File: src/rtl/sclg_pkg.sv
package sclg_pkg;

    typedef enum logic [1:0] {
        SPD_STD   = 2'd0,
        SPD_FAST  = 2'd1,
        SPD_HS    = 2'd2,
        SPD_FPLUS = 2'd3
    } sclg_speed_e;

    typedef enum logic [2:0] {
        ST_IDLE  = 3'd0,
        ST_LOW   = 3'd1,
        ST_REL   = 3'd2,
        ST_SETUP = 3'd3,
        ST_HIGH  = 3'd4
    } sclg_state_e;

    // Fast modes stretch the low phase to two baud counts.
    function automatic logic long_low(input logic [1:0] mode);
        return (mode == SPD_FAST) || (mode == SPD_FPLUS);
    endfunction

endpackage

File: src/rtl/sclg_len_calc.sv
module sclg_len_calc
    import sclg_pkg::*;
#(
    parameter int CNT_W = 16,
    localparam int LEN_W = CNT_W + 1
) (
    input  logic [1:0]       spd_mode,
    input  logic [CNT_W-1:0] baud_cnt,
    input  logic [CNT_W-1:0] setup_cnt,
    output logic [LEN_W-1:0] low_last,
    output logic [LEN_W-1:0] high_last,
    output logic [LEN_W-1:0] setup_last,
    output logic [LEN_W-1:0] low_mid,
    output logic [LEN_W-1:0] high_mid
);
    logic [LEN_W-1:0] b_eff;
    logic [LEN_W-1:0] l_len;

    always_comb begin
        b_eff      = (baud_cnt == '0) ? LEN_W'(1) : {1'b0, baud_cnt};
        l_len      = long_low(spd_mode) ? (b_eff << 1) : b_eff;
        low_last   = l_len - LEN_W'(1);
        high_last  = b_eff - LEN_W'(1);
        setup_last = {1'b0, setup_cnt};
        low_mid    = l_len >> 1;
        high_mid   = b_eff >> 1;
    end

endmodule

File: src/rtl/sclg_phase_fsm.sv
module sclg_phase_fsm
    import sclg_pkg::*;
#(
    parameter int LEN_W = 17
) (
    input  logic             clk,
    input  logic             rst,
    input  logic             run,
    input  logic             scl_in,
    input  logic [LEN_W-1:0] low_last,
    input  logic [LEN_W-1:0] high_last,
    input  logic [LEN_W-1:0] setup_last,
    output sclg_state_e      state,
    output logic [LEN_W-1:0] cnt
);
    sclg_state_e      state_nx;
    logic [LEN_W-1:0] cnt_nx;

    always_comb begin
        state_nx = state;
        cnt_nx   = cnt + LEN_W'(1);
        unique case (state)
            ST_IDLE: begin
                cnt_nx = '0;
                if (run) state_nx = ST_LOW;
            end
            ST_LOW: begin
                if (cnt >= low_last) begin
                    state_nx = ST_REL;
                    cnt_nx   = '0;
                end
            end
            ST_REL: begin
                cnt_nx = '0;
                if (scl_in) state_nx = ST_SETUP;
            end
            ST_SETUP: begin
                if (cnt >= setup_last) begin
                    state_nx = ST_HIGH;
                    cnt_nx   = '0;
                end
            end
            ST_HIGH: begin
                if (cnt >= high_last) begin
                    state_nx = run ? ST_LOW : ST_IDLE;
                    cnt_nx   = '0;
                end
            end
            default: begin
                state_nx = ST_IDLE;
                cnt_nx   = '0;
            end
        endcase
    end

    always_ff @(posedge clk) begin
        if (rst) begin
            state <= ST_IDLE;
            cnt   <= '0;
        end else begin
            state <= state_nx;
            cnt   <= cnt_nx;
        end
    end

endmodule

File: src/rtl/sclg_tick_dec.sv
module sclg_tick_dec
    import sclg_pkg::*;
#(
    parameter int LEN_W = 17
) (
    input  sclg_state_e      state,
    input  logic [LEN_W-1:0] cnt,
    input  logic [LEN_W-1:0] low_mid,
    input  logic [LEN_W-1:0] high_mid,
    output logic             scl_oe,
    output logic             chg_tick,
    output logic             smp_tick
);
    always_comb begin
        scl_oe   = (state == ST_LOW);
        chg_tick = (state == ST_LOW)  && (cnt == low_mid);
        smp_tick = (state == ST_HIGH) && (cnt == high_mid);
    end

endmodule

File: src/rtl/scl_timing_gen.sv
module scl_timing_gen
    import sclg_pkg::*;
#(
    parameter int CNT_W = 16,
    localparam int LEN_W = CNT_W + 1
) (
    input  logic             clk,
    input  logic             rst,
    input  logic [1:0]       spd_mode,
    input  logic [CNT_W-1:0] baud_cnt,
    input  logic [CNT_W-1:0] setup_cnt,
    input  logic             run,
    input  logic             scl_in,
    output logic             scl_oe,
    output logic             chg_tick,
    output logic             smp_tick
);
    logic [LEN_W-1:0] low_last, high_last, setup_last, low_mid, high_mid;
    logic [LEN_W-1:0] phase_cnt;
    sclg_state_e      fsm_state;

    sclg_len_calc #(.CNT_W(CNT_W)) u_len (
        .spd_mode   (spd_mode),
        .baud_cnt   (baud_cnt),
        .setup_cnt  (setup_cnt),
        .low_last   (low_last),
        .high_last  (high_last),
        .setup_last (setup_last),
        .low_mid    (low_mid),
        .high_mid   (high_mid)
    );

    sclg_phase_fsm #(.LEN_W(LEN_W)) u_fsm (
        .clk        (clk),
        .rst        (rst),
        .run        (run),
        .scl_in     (scl_in),
        .low_last   (low_last),
        .high_last  (high_last),
        .setup_last (setup_last),
        .state      (fsm_state),
        .cnt        (phase_cnt)
    );

    sclg_tick_dec #(.LEN_W(LEN_W)) u_dec (
        .state    (fsm_state),
        .cnt      (phase_cnt),
        .low_mid  (low_mid),
        .high_mid (high_mid),
        .scl_oe   (scl_oe),
        .chg_tick (chg_tick),
        .smp_tick (smp_tick)
    );

endmodule

File: config.mk
export PLATFORM = sky130hd
export DESIGN_NAME = scl_timing_gen
export DESIGN_NICKNAME = d
export VERILOG_FILES = /design/src/rtl/sclg_pkg.sv /design/src/rtl/sclg_len_calc.sv /design/src/rtl/sclg_phase_fsm.sv /design/src/rtl/sclg_tick_dec.sv /design/src/rtl/scl_timing_gen.sv
export SDC_FILE = /design/constraint.sdc
export NUM_CORES = 1
export LEC_CHECK = 0
export ABC_AREA = 1
export BUFFER_PORTS_ARGS = -buffer_cell sky130_fd_sc_hd__clkbuf_2
export CORE_MARGIN = 2
export CORE_UTILIZATION = 55
export DETAILED_ROUTE_END_ITERATION = 7
export PLACE_DENSITY = 0.86
export SYNTH_ARGS = -nofsm -noshare
export SYNTH_HDL_FRONTEND = slang
export SYNTH_HIERARCHICAL = 1
export SYNTH_SLANG_ARGS = --single-unit
File: constraint.sdc
create_clock -name clk -period 4.1 [get_ports clk]
set_clock_uncertainty 0.05 [all_clocks]
set_input_delay 0 -clock clk [delete_from_list [all_inputs] [get_ports clk]]
set_output_delay 0 -clock clk [all_outputs]
set_load 0.01 [all_outputs]
==> summary.md <==
| Metric | Value |
|---|---|
| DRC | `0` |
| Ys async rst share | `0%` |
| Initial antenna violation count | `0` |
| Dpl cell area | `4340 um2` |
| Max IR drop VDD | `0.000150 V` |
| Crit-path max FO | `7` |
| Largest buffer count on any clock path | `2` |
| WHS | `20.6 ps` |
| Arrival @ worst endpoint | `3320 ps` |
| Vias/cell | `4.95` |
| Post-Syn Area | `4250 um2` |
| Post-DP HPWL | `8.11 mm` |
| Core Area | `7610 um2` |
| Overflow after GRT | `0` |
| Hold_sp | `rst` |
| Vias | `4230` |
| Ys Warns | `6` |
| Post_cts resized | `0` |
| Reg clk slew, reported paths | `70 ps` |
| First-pass GRT wire length | `16.1 mm` |
| Fmax achieved | `315 MHz` |
| Synth Instances | `747` |
| Tmin final | `3170 ps` |
| RD Place Congestion | `0.983` |
| Hold Fails Final Rpt | `0` |
| Sequential element share of the synthesized area | `9.43%` |
| FF+latch count, synth | `20` |
| Ys flop type | `dfxtp_1` |
| Layout cells sized above 1 | `9.83%` |
| Leading area contributor after synthesis | `nand2_1` |
| CP Capture Type | `flip-flop` |
| Status | `finished, final reports clean` |
| DP Cell Count | `852` |
| CTS H-tree depth | `1` |
| Row cnt | `32` |
| CTS Root Cell | `clkbuf_8` |
| P per Cell Area | `193 nW/um2` |
| Total detailed-routing wirelength | `9.76 mm` |
| Sequential Area | `400 um2` |
| Measured slew at the worst slew-check pin | `644 ps` |
| Total setup buffers inserted after CTS | `0` |
| Avg WL per Cell | `11.4 um` |
| Worst endpoint required time | `4250 ps` |
| Hold path depth | `4` |
| Syn_area_per_cell | `5.69 um2` |
| Hold Path End | `u_fsm/state[2]` |
| Setup_tns | `0 ps` |
| Number of global-route vias before repair | `3657` |
| Design area | `4380 um2` |
| Worst flop-to-flop path startpoint | `u_fsm/cnt[0]` |
| Synth top area share | `18.6%` |
| Final setup viols | `0` |
| # hold bufs at CTS | `0` |
| Commonest cells post-synth | `nand2_1, inv_1, nor2_1` |
| RSZ-0062 raised after global routing | `no` |
| IO Port Bufs | `39` |
| Synth area leaders | `nand2_1, ha_1, inv_1` |
| Post-synth EDFFs | `0` |
| Area of the multi-input gates | `3030 um2` |
| Global Route Usage Sum | `23.1%` |
| Crit Path Class | `in -> reg` |
| Die height | `91.9 um` |
| Iteration-0 DRC Markers | `280` |
| Reg2reg setup slack | `1890 ps` |
| Worst setup SP type | `input pin` |
| Nets | `847` |
| First drt pass iteration count | `5` |
| Die Area | `8440 um2` |
| CTS buffer count | `3` |
| Antenna Nets Post-Route | `0` |
| N_diodes | `0` |
| Chip width | `91.9 um` |
| Most frequent cell after synthesis | `nand2_1` |
| Final Slew Violations | `0` |
| Post-synth cell types | `38` |
| Area Growth Syn to Fin | `3.15%` |
| Worst R2R Path Depth | `14` |
| Initial cell density of the core | `55.8%` |
| I/O Pins | `41` |
| # clock sinks | `20` |
| Final Cycle Share | `77.4%` |
| MaxCap Viol Count | `0` |
| R2r endpoint | `u_fsm/state[1]` |
| Fill cells | `793` |
| CTS tree | `yes` |
| Hold WC Path Type | `in -> reg` |
| Finished Layout Cells | `855` |
| Static leakage | `2.50 nW` |
| Slew margin rel. | `57.1%` |
| Clk Latency, worst-skew pair | `250 ps` |
| Worst Setup SP | `baud_cnt[12]` |
| Pin count of the biggest net entering global routing | `34` |
==> worst max-delay path, cell delays in order <==
cell      delay (ps)
clkbuf_2         170
nor2_1            60
nand2_1          110
nor2_1            80
nand2_1          130
nand2_1           80
inv_1            120
ha_1             210
nand2_1          100
nor2_1           270
nand3_1          190
nor3_1           200
xor2_1           180
inv_1             60
ha_1             290
nand2_1           80
nor2_1           100
nand2_1           50
nor2_1            70
nand2_1           60
nand2_1           60
nor2_1            40
nand2_1          120
nand3_4          140
nor2_1           190
nor2_1            60
nor2_1            90
==> through the flow <==
stage	utilization, %	setup WS [ps]	total power, W
final	57.6	927	0.000848
after global routing	57.6	532	0.000928
after CTS	57.6	975	0.000849
after detailed placement	57.1	722	0.000723
after global placement	57.1	751	0.000716
after floorplan	-	1400	0.000627
==> kinds of logic (layout without fill, tap and decap cells) <==
| kind of cell | after synthesis | after routing | share of synthesized area, % |
|---|---|---|---|
| AOI/OAI and AO/OA | 52 | 52 | 7.42 |
| xor gates and xnor gates | 46 | 46 | 9.48 |
| other | 1 | 4 | 0.0883 |
| and+or+nand+nor | 379 | 379 | 38.2 |
| DFF | 20 | 20 | 9.43 |
| buffers and inverters | 195 | 198 | 19.5 |
| adders and majority gates | 54 | 54 | 15.9 |
==> state kept, by name, indices dropped and copies added (netlist names) <==
name and flops:
u_fsm/cnt 17, u_fsm/state 3
==> layer usage <==
layer  share of wire (%)  vias up  global-route usage (%)
met5                   0        -                       0
met4                 2.8        0                    8.21
met3                 3.7       23                   0.904
met2                  49      123                    42.1
met1                  45     1834                    28.9
li1                    -     2250                       -
==> area by class of cell <==
cell class                      instances  area share (%)
Inverter                              156            13.4
Timing Repair Buffer                   39            4.45
Tap cell                              102            2.91
Multi-Input combinational cell        535            69.2
Clock buffer                            3           0.942
Sequential cell                        20            9.14
==> cells in the final DEF, fill, tap and decap left out, types with 12 or more instances in the layout <==
cell	netlist	routed
nand4_1	12	12
nand2_1	211	211
ha_1	54	54
clkbuf_2	0	39
xor2_1	30	30
o21ai_0	14	14
dfxtp_1	20	20
xnor2_1	16	16
nor2_1	99	99
a21oi_1	17	17
inv_1	152	152
nand3_1	25	25
==> report_power, final <==
group          switching, W  internal (W)
combinational      0.000310      0.000170
clock             0.0000600     0.0000653
sequential        0.0000314      0.000210
==> how the worst max path moves through the flow <==
stage | end | slack [ps]
3_5_place_dp | u_fsm/state[2] | 720
5_1_grt | u_fsm/state[2] | 530
4_1_cts | u_fsm/state[2] | 970
6_report | u_fsm/state[1] | 930
3_3_place_gp | u_fsm/state[1] | 750
2_1_floorplan | u_fsm/state[1] | 1400
Power figures use the tool's default switching activity.
